**src/rtl/csrb_pkg.sv**
```systemverilog
`timescale 1ns/1ps
package csrb_pkg;
    localparam int DATA_W = 32;
    localparam int STRB_W = DATA_W / 8;

    typedef enum logic [3:0] {
        SEL_NONE,
        SEL_IDX,
        SEL_WORD,
        SEL_GATE,
        SEL_ROWORD,
        SEL_REP,
        SEL_ARR,
        SEL_CLRF,
        SEL_SETF,
        SEL_GUARD
    } sel_e;

    // Replace strobed bytes of old_v with those of new_v.
    function automatic logic [DATA_W-1:0] byte_merge(
        input logic [DATA_W-1:0] old_v,
        input logic [DATA_W-1:0] new_v,
        input logic [STRB_W-1:0] be
    );
        logic [DATA_W-1:0] res;
        for (int b = 0; b < STRB_W; b++) begin
            res[8*b +: 8] = be[b] ? new_v[8*b +: 8] : old_v[8*b +: 8];
        end
        return res;
    endfunction
endpackage

```
**src/rtl/csrb_decode.sv**
```systemverilog
`timescale 1ns/1ps
module csrb_decode
    import csrb_pkg::*;
#(
    parameter int ADDR_W = 8,
    parameter int REP_N  = 4,
    localparam int REP_IW = (REP_N > 1) ? $clog2(REP_N) : 1
) (
    input  logic [ADDR_W-1:0] addr,
    output sel_e              sel,
    output logic [REP_IW-1:0] rep_idx
);
    localparam int REP_BASE = 'h10;

    always_comb begin
        int unsigned ofs;
        ofs     = 32'(addr);
        sel     = SEL_NONE;
        rep_idx = '0;
        if (addr[1:0] == 2'b00) begin
            if (ofs == 'h00)      sel = SEL_IDX;
            else if (ofs == 'h04) sel = SEL_WORD;
            else if (ofs == 'h08) sel = SEL_GATE;
            else if (ofs == 'h0C) sel = SEL_ROWORD;
            else if (ofs >= REP_BASE && ofs < REP_BASE + 4 * REP_N) begin
                sel     = SEL_REP;
                rep_idx = REP_IW'((ofs - REP_BASE) >> 2);
            end
            else if (ofs == 'h20) sel = SEL_ARR;
            else if (ofs == 'h24) sel = SEL_CLRF;
            else if (ofs == 'h28) sel = SEL_SETF;
            else if (ofs == 'h2C) sel = SEL_GUARD;
        end
    end
endmodule

```
**src/rtl/csrb_arr_sel.sv**
```systemverilog
`timescale 1ns/1ps
module csrb_arr_sel #(
    parameter int ROWS = 2,
    parameter int COLS = 4,
    localparam int N   = ROWS * COLS,
    localparam int KW  = (N > 1) ? $clog2(N) : 1
) (
    input  logic          gate,
    input  logic [15:0]   row_sel,
    input  logic [15:0]   col_sel,
    output logic          hit,
    output logic [KW-1:0] k
);
    logic [N-1:0] match;

    for (genvar r = 0; r < ROWS; r++) begin : g_row
        for (genvar c = 0; c < COLS; c++) begin : g_col
            assign match[r*COLS + c] = gate && (row_sel == 16'(r)) && (col_sel == 16'(c));
        end
    end

    always_comb begin
        hit = |match;
        k   = '0;
        for (int n = 0; n < N; n++) begin
            if (match[n]) k = KW'(n);
        end
    end
endmodule

```
**src/rtl/csr_bank_idx.sv**
```systemverilog
`timescale 1ns/1ps
module csr_bank_idx
    import csrb_pkg::*;
#(
    parameter int ADDR_W = 8,
    parameter int REP_N  = 4,
    parameter int ROWS   = 2,
    parameter int COLS   = 4,
    localparam int ARR_N  = ROWS * COLS,
    localparam int REP_IW = (REP_N > 1) ? $clog2(REP_N) : 1,
    localparam int ARR_KW = (ARR_N > 1) ? $clog2(ARR_N) : 1
) (
    input  logic                  clk,
    input  logic                  rst_n,
    input  logic                  req,
    input  logic                  we,
    input  logic [ADDR_W-1:0]     addr,
    input  logic [DATA_W-1:0]     wdata,
    input  logic [STRB_W-1:0]     strb,
    output logic [DATA_W-1:0]     rdata,
    output logic                  err,
    input  logic [31:0]           ro_word_i,
    input  logic                  ro_bit_i,
    input  logic [16*REP_N-1:0]   rep_ro_i,
    input  logic [16*ARR_N-1:0]   arr_ro_i,
    input  logic [1:0]            hw_set_i,
    input  logic [1:0]            hw_clr_i,
    output logic [15:0]           row_idx_o,
    output logic [15:0]           col_idx_o,
    output logic [31:0]           word_o,
    output logic                  gate_o,
    output logic [16*REP_N-1:0]   rep_rw_o,
    output logic [16*ARR_N-1:0]   arr_rw_o,
    output logic [1:0]            clr_flags_o,
    output logic [1:0]            set_flags_o,
    output logic [15:0]           lock_fld_o,
    output logic [15:0]           en_fld_o
);
    typedef struct packed {
        logic [15:0]             row_idx;
        logic [15:0]             col_idx;
        logic [31:0]             word;
        logic                    gate;
        logic [REP_N-1:0][15:0]  rep;
        logic [ARR_N-1:0][15:0]  arr;
        logic [1:0]              clrf;
        logic [1:0]              setf;
        logic [15:0]             lock_f;
        logic [15:0]             en_f;
    } state_t;

    state_t state_d, state_q;

    sel_e              sel;
    logic [REP_IW-1:0] rep_idx;
    logic              arr_hit;
    logic [ARR_KW-1:0] arr_k;

    csrb_decode #(.ADDR_W(ADDR_W), .REP_N(REP_N)) u_decode (
        .addr    (addr),
        .sel     (sel),
        .rep_idx (rep_idx)
    );

    csrb_arr_sel #(.ROWS(ROWS), .COLS(COLS)) u_arr_sel (
        .gate    (state_q.gate),
        .row_sel (state_q.row_idx),
        .col_sel (state_q.col_idx),
        .hit     (arr_hit),
        .k       (arr_k)
    );

    always_comb begin
        logic [DATA_W-1:0] rd_word;
        logic [DATA_W-1:0] wm;
        logic              miss;
        logic              wr;

        state_d = state_q;
        rd_word = '0;
        miss    = 1'b0;

        case (sel)
            SEL_IDX:    rd_word = {state_q.row_idx, state_q.col_idx};
            SEL_WORD:   rd_word = state_q.word;
            SEL_GATE:   rd_word = {15'd0, ro_bit_i, 15'd0, state_q.gate};
            SEL_ROWORD: rd_word = ro_word_i;
            SEL_REP:    rd_word = {rep_ro_i[16*rep_idx +: 16], state_q.rep[rep_idx]};
            SEL_ARR: begin
                if (arr_hit) rd_word = {arr_ro_i[16*arr_k +: 16], state_q.arr[arr_k]};
                else         miss    = 1'b1;
            end
            SEL_CLRF:   rd_word = {23'd0, state_q.clrf[1], 7'd0, state_q.clrf[0]};
            SEL_SETF:   rd_word = {23'd0, state_q.setf[1], 7'd0, state_q.setf[0]};
            SEL_GUARD:  rd_word = {state_q.lock_f, state_q.en_f};
            default:    miss    = 1'b1;
        endcase

        err   = req && miss;
        rdata = (req && !miss) ? rd_word : '0;
        wm    = byte_merge(rd_word, wdata, strb);
        wr    = req && we && !miss;

        if (wr) begin
            case (sel)
                SEL_IDX: begin
                    state_d.row_idx = wm[31:16];
                    state_d.col_idx = wm[15:0];
                end
                SEL_WORD: state_d.word = wm;
                SEL_GATE: state_d.gate = wm[0];
                SEL_REP:  state_d.rep[rep_idx] = wm[15:0];
                SEL_ARR:  state_d.arr[arr_k]   = wm[15:0];
                SEL_CLRF: begin
                    if (strb[0] && wdata[0])  state_d.clrf[0] = 1'b0;
                    if (strb[1] && !wdata[8]) state_d.clrf[1] = 1'b0;
                end
                SEL_SETF: begin
                    if (strb[0] && wdata[0])  state_d.setf[0] = 1'b1;
                    if (strb[1] && !wdata[8]) state_d.setf[1] = 1'b1;
                end
                SEL_GUARD: begin
                    if (!state_q.gate) state_d.lock_f = wm[31:16];
                    if (state_q.gate)  state_d.en_f   = wm[15:0];
                end
                default: ;
            endcase
        end

        // hardware events take priority over software in the same cycle
        state_d.clrf = state_d.clrf | hw_set_i;
        state_d.setf = state_d.setf & ~hw_clr_i;
    end

    always_ff @(posedge clk) begin
        if (!rst_n) state_q <= '0;
        else        state_q <= state_d;
    end

    assign row_idx_o   = state_q.row_idx;
    assign col_idx_o   = state_q.col_idx;
    assign word_o      = state_q.word;
    assign gate_o      = state_q.gate;
    assign rep_rw_o    = state_q.rep;
    assign arr_rw_o    = state_q.arr;
    assign clr_flags_o = state_q.clrf;
    assign set_flags_o = state_q.setf;
    assign lock_fld_o  = state_q.lock_f;
    assign en_fld_o    = state_q.en_f;
endmodule

```
**config.mk**
```make
export PLATFORM = sky130hd
export DESIGN_NAME = csr_bank_idx
export DESIGN_NICKNAME = d
export VERILOG_FILES = /design/src/rtl/csrb_pkg.sv /design/src/rtl/csrb_decode.sv /design/src/rtl/csrb_arr_sel.sv /design/src/rtl/csr_bank_idx.sv
export SDC_FILE = /design/constraint.sdc
export NUM_CORES = 1
export LEC_CHECK = 0
export CORE_MARGIN = 5
export CORE_UTILIZATION = 25
export CTS_BUF_LIST = sky130_fd_sc_hd__clkbuf_4
export CTS_CLUSTER_SIZE = 24
export DETAILED_ROUTE_END_ITERATION = 8
export SLEW_MARGIN = 10
export SYNTH_ARGS = -nofsm -noshare
export SYNTH_HDL_FRONTEND = slang
export SYNTH_SLANG_ARGS = --single-unit
```
**constraint.sdc**
```tcl
create_clock -name clk -period 6.1 [get_ports clk]
set_input_delay 1.22 -clock clk [delete_from_list [all_inputs] [get_ports clk]]
set_output_delay 1.22 -clock clk [all_outputs]
set_load 0.03 [all_outputs]
```
---- After elaboration in Yosys (flattened, before gate mapping) ----
Index checks and enable logic that the tools add are counted.
cells by class
  bitwise logic cells ..................... 4
  reductions and logical operators ........ 34
  add/subtract/negate cells ............... 1
  shifts and indexed selects .............. 2
  equal/unequal tests ..................... 20
  multiplexer cells ....................... 52
  $lt $le $gt $ge ......................... 6
operators with widths
  operator             count
  $pmux 32 s9          1
  $bwmux 128           1
  $shiftx 128x8->16    1
  $mux 16              6
  $mux 32              3
  $bwmux 64            1
  $shiftx 64x7->16     1
  $bmux 16 s3          1
  $demux 16 s3         1
  $mux 4               10
  $mux 36              1
  $bmux 16 s2          1
  $demux 16 s2         1
  $eq 16x1->1 const B  2
  $eq 16x2->1 const B  2
  $eq 8x6->1 const B   4
  $logic_not 16->1     2
  $mux 8               4
  $mux 2               10
  $logic_and 1x1->1    19
  $eq 4x3->1 const B   4
  $eq 8x4->1 const B   2
  $reduce_or 8->1      2
  $mux 3               4
  22 further kinds     35
word-level totals
  register bits ........................... 293
  output and inout bits ................... 326

---- Depth between registers and ports, before layout ----
  depth in word-level cells ............... 19
  depth in mapped cells ................... 11

---- Cells and area by module ----
From an unflattened synthesis, not the netlist that was laid out.
unflattened totals
  cell total of the unflattened synthesis .. 1851
  area, all modules ....................... 16422.0 um^2
modules (own cells, without submodules)
  module        area an instance (um^2)  sequential area each (um^2)  instances  cells each
  csr_bank_idx  16200.5                  5865.6                       1          1819
  csrb_arr_sel  116.4                    0.0                          1          17
  csrb_decode   105.1                    0.0                          1          15

---- Least setup slack after synthesis ----
Ideal clock, no wire load.
  path kind ............................... input to output
  start ................................... in addr[2]
  end ..................................... out rdata[17]
  arrival ................................. 3258 ps
  path slack .............................. 1622 ps
  required time ........................... 4880 ps
  stages .................................. 9
  cells stage by stage .................... buf_2 > nor2_2 > nand3_1 > or3_1 > buf_2 > buf_1 > a211oi_1 > nor2_1 > nor2_1
on the way
  longest elaborated chain between the ends .. 17
  elaborated cells on any way between the ends .. 44
  those cells by class .................... 1 x add/sub; 2 x order compare; 16 x eq/ne; 1 x shift; 19 x mux; 5 x reduce/logical
ends and longest elaborated chain
  element                                                              line                 RTL
  from (decl)                                                          csr_bank_idx.sv:17   input logic [ADDR_W-1:0] addr,
  parallel branches: the longest is 16 deep, another holds $ge 8x5->1  -
  $mux 32 (*)                                                          csr_bank_idx.sv:100  rdata = (req && !miss) ? rd_word : '0;
  to (decl)                                                            csr_bank_idx.sv:20   output logic [DATA_W-1:0] rdata,
Mark *: on every way between the ends.

---- Final worst setup path ----
  start ................................... in addr[1]
  end ..................................... out rdata[2]
on the way
  longest elaborated chain between the ends .. 17
  elaborated cells on any way between the ends .. 46
  those cells by class .................... 1 x add/sub; 2 x order compare; 16 x eq/ne; 21 x mux; 6 x reduce/logical
ends and longest elaborated chain
  element                                   line                 RTL
  $eq 8x6->1                                csrb_decode.sv:32    else if (ofs == 'h2C) sel = SEL_GUARD;
  $mux 4                                    csrb_decode.sv:32
  $mux 4                                    csrb_decode.sv:31    else if (ofs == 'h28) sel = SEL_SETF;
  $mux 4                                    csrb_decode.sv:30    else if (ofs == 'h24) sel = SEL_CLRF;
  $mux 4                                    csrb_decode.sv:29    else if (ofs == 'h20) sel = SEL_ARR;
  $mux 4                                    csrb_decode.sv:25    else if (ofs >= REP_BASE && ofs < REP_BASE + 4 * REP_N) begin
  $mux 4                                    csrb_decode.sv:24    else if (ofs == 'h0C) sel = SEL_ROWORD;
  $mux 4                                    csrb_decode.sv:23    else if (ofs == 'h08) sel = SEL_GATE;
  $mux 4                                    csrb_decode.sv:22    else if (ofs == 'h04) sel = SEL_WORD;
  $mux 4                                    csrb_decode.sv:21    if (ofs == 'h00) sel = SEL_IDX;
  $mux 4                                    csrb_decode.sv:20    if (addr[1:0] == 2'b00) begin
  $eq 4x4->1, or another cell as far along  csr_bank_idx.sv:83   case (sel)
  $reduce_or 8->1 (no line)                 -
  $pmux 1 s2                                csr_bank_idx.sv:83
  $logic_not 1->1                           csr_bank_idx.sv:100
  $logic_and 1x1->1                         csr_bank_idx.sv:100
  $mux 32 (*)                               csr_bank_idx.sv:100
Every way passes the cells marked *; elsewhere a longest branch is shown, timed or not. The select of a mux whose other input is x is not followed.

==> impl_metrics.json <==
{
  "status": "finished, final reports clean",
  "power.density_nw_per_um2": 180,
  "seq_area_frac_synth_pct": 37.9,
  "grt_pass1_vias": 18120,
  "h-tree-depth": 3,
  "path_clk_slew_ns": 0.06,
  "fin_crit_ns": 5.66,
  "leakagePower_uw": 0.00815,
  "gp_congestion": 0.888,
  "tns_ns": 0,
  "path_max_fanout": 15,
  "cts_setup_buffers": 0,
  "hp-start": "word_o[1]",
  "reg2reg_depth": 8,
  "maxCapViolations": 0,
  "cts_sinks": 293,
  "antenna_left": 0,
  "fin_area_sq_um": 23500,
  "antenna_found_initial": 8,
  "min_to": "word_o[1]",
  "yosys_register_bits": 293,
  "dr.pass1.iters": 6,
  "ir_worst_vdd_v": 0.000109,
  "routed_wl_microns": 92800,
  "initial_core_util_pct": 25.2,
  "period_share_pct": 92.8,
  "slew_violations": 0,
  "cts-root-buf": "clkbuf_4",
  "dp_cells": 3001,
  "wl_per_cell_microns": 29.4,
  "clock.fmax_mhz": 177,
  "die_height_microns": 259,
  "crit_arrival_ns": 4.44,
  "cts_buffer_depth": 3,
  "finalNonFillerCells": 3158,
  "placed_cell_area_sq_um": 22400,
  "viasPerCell": 5.75,
  "cts_tree": "built",
  "syn-cell-area_sq_um": 15500,
  "hold_violations": 0,
  "drtIter0Drc": 1973,
  "insertion_delay_ns": 0.86,
  "required_ns": 4.88,
  "hold_depth": 2,
  "globalRouteOverflowTotal": 0,
  "rr_startpoint": "row_idx_o[15]",
  "setup_ws_ns": 0.439,
  "async_reset_ff_share_pct": 0,
  "post-route-drc-count": 0,
  "io_buffers": 602,
  "die-area_sq_um": 66900,
  "max_slew.worst_pin.slew_ns": 1.34,
  "hp-class": "reg2reg",
  "place_hpwl_microns": 69800,
  "setup_viol": 0,
  "endpoint_kind": "output port",
  "finClkSkew_ns": 0.0785,
  "syn_avg_cell_area_sq_um": 8.90,
  "syn_to_final_growth_pct": 52.1,
  "maxSlewHeadroom_pct": 10.9,
  "drive_gt1_share_pct": 16.2,
  "grtUsageTotal_pct": 26.0,
  "ys.flop_type": "dfxtp_1",
  "yosysWarnings": 0,
  "post-place-ws_ns": 0.503,
  "grt_pass1_wl_microns": 130000,
  "final_core_util_pct": 38.3,
  "vias": 18170,
  "rsz0062_at_grt": "no",
  "reg2reg_to": "arr_rw_o[3]",
  "synth_edf_count": 0,
  "core-area_sq_um": 61500,
  "nets": 2576,
  "grt_max_degree": 119,
  "ys_types": 71,
  "syn_nets": 2014,
  "fp-row-count": 91,
  "worstSetupPathType": "in2out",
  "cts_hold_buf": 0,
  "cts_resized": 0,
  "r2r_setup_slack_ns": 1.88,
  "numCtsBuffers": 86,
  "synthCells": 1737,
  "cp-start-kind": "primary input",
  "die_w_microns": 259,
  "io_pins": 603
}
[synthesized netlist by cell type, types with 11 or more instances]
| library cell | count | area (sq um) |
|---|---|---|
| a31oi_1 | 123 | 769 |
| buf_2 | 63 | 315 |
| o22ai_1 | 24 | 150 |
| a22o_1 | 11 | 96.3 |
| a21oi_1 | 155 | 776 |
| nand2b_1 | 24 | 150 |
| mux4_2 | 26 | 586 |
| a222oi_1 | 13 | 130 |
| a2bb2oi_1 | 12 | 105 |
| a22oi_1 | 31 | 233 |
| nand2_1 | 81 | 304 |
| nor2_1 | 63 | 236 |
| mux2i_1 | 68 | 681 |
| nand3_1 | 17 | 85.1 |
| dfxtp_1 | 293 | 5870 |
| and3_1 | 14 | 87.6 |
| a211oi_1 | 27 | 203 |
| and4_1 | 11 | 96.3 |
| o21ai_0 | 248 | 1240 |
| o211ai_1 | 15 | 113 |
| clkbuf_1 | 120 | 450 |
| nand4_1 | 12 | 75.1 |
| buf_1 | 11 | 41.3 |
| o221a_2 | 24 | 270 |
| mux2_2 | 52 | 586 |
| o211a_1 | 19 | 190 |
| o2bb2ai_1 | 23 | 201 |
[layout by cell type (no fill, tap or decap), drive strengths merged, types with 7 or more instances in the layout]
master and n:
a2bb2oi 12, buf 106, a21oi 155, a311oi 7, or2 7, dfxtp 293
and4 11, o21ai 252, nand4 12, clkinv 28, nand2 81, clkbuf 119
nor2 64, o22ai 24, a22oi 31, clkdlybuf4s50 566, mux2i 68, and3 14
nand3 17, nand2b 24, inv 7, nor4b 7, o2bb2ai 23, o221a 25
nor3 7, o211a 20, a221o 10, a211oi 29, mux4 26, a22o 11
o211ai 15, a32o 9, a31oi 123, nor4 17, nand3b 10, mux2 52
a221oi 10, nor2b 7, a222oi 13, o2111a 9
[area by class of cell]
type / count / area (sq um)
Tap cell: 790 / 988
Fill cell: 6152 / 38000
Sequential cell: 293 / 5880
Antenna cell: 6 / 15.0
Multi-Input combinational cell: 1240 / 8830
Inverter: 6 / 22.5
Clock buffer: 119 / 893
Timing Repair Buffer: 672 / 6730
Clock inverter: 32 / 164
[sequential cells by signal (all words and copies together) (netlist names)]
name and count:
clr_flags_o 2, en_fld_o 16, gate_o 1, row_idx_o 16
col_idx_o 16, lock_fld_o 16, word_o 32, set_flags_o 2
arr_rw_o 128, rep_rw_o 64
[per-layer routing]
layer | part of all wire [%] | global-route usage [%]
met4 | 4.1 | 10.2
met3 | 10 | 8.52
met5 | 0.023 | 0
met1 | 38 | 30.2
met2 | 48 | 44.7
[power by group]
group	total [uW]	internal, uW	switching [uW]
clock	1880	945	934
sequential	1910	1910	1.04
combinational	441	223	218
[how the worst max path moves through the flow]
stage | cells after the start | to | from
after floorplan | 9 | rdata[17] | addr[2]
after global placement | 8 | rdata[2] | addr[1]
after detailed placement | 8 | rdata[2] | addr[1]
after CTS | 8 | rdata[2] | addr[1]
after global routing | 8 | rdata[2] | addr[1]
final | 8 | rdata[2] | addr[1]
[stage by stage]
stage / hold slack, ns / power, uW
finish: 0.529 / 4230
global placement: 0.507 / 2390
CTS: 0.527 / 4270
detailed placement: 0.516 / 2390
global route: 0.564 / 4390
floorplan: 0.626 / 2110
[cells by family (layout without fill, tap and decap cells)]
logic type | after synthesis | after routing | synth area share [%]
DFF | 293 | 293 | 37.9
and+or+nand+nor | 291 | 291 | 10.7
other | 0 | 6 | 0
AOI/OAI and AO/OA | 803 | 803 | 33.9
buffers and inverters | 204 | 829 | 5.54
muxes | 146 | 146 | 12.0
[critical path, cell delays in order]
cell             delay (ns)
clkdlybuf4s50_1        0.60
nor4_4                 0.40
nand3_1                0.24
or3_2                  0.78
a2111oi_1              0.56
nor3_1                 0.11
nor2_1                 0.34
buf_12                 0.17
Note: power is estimated with default switching activity, not from simulation.
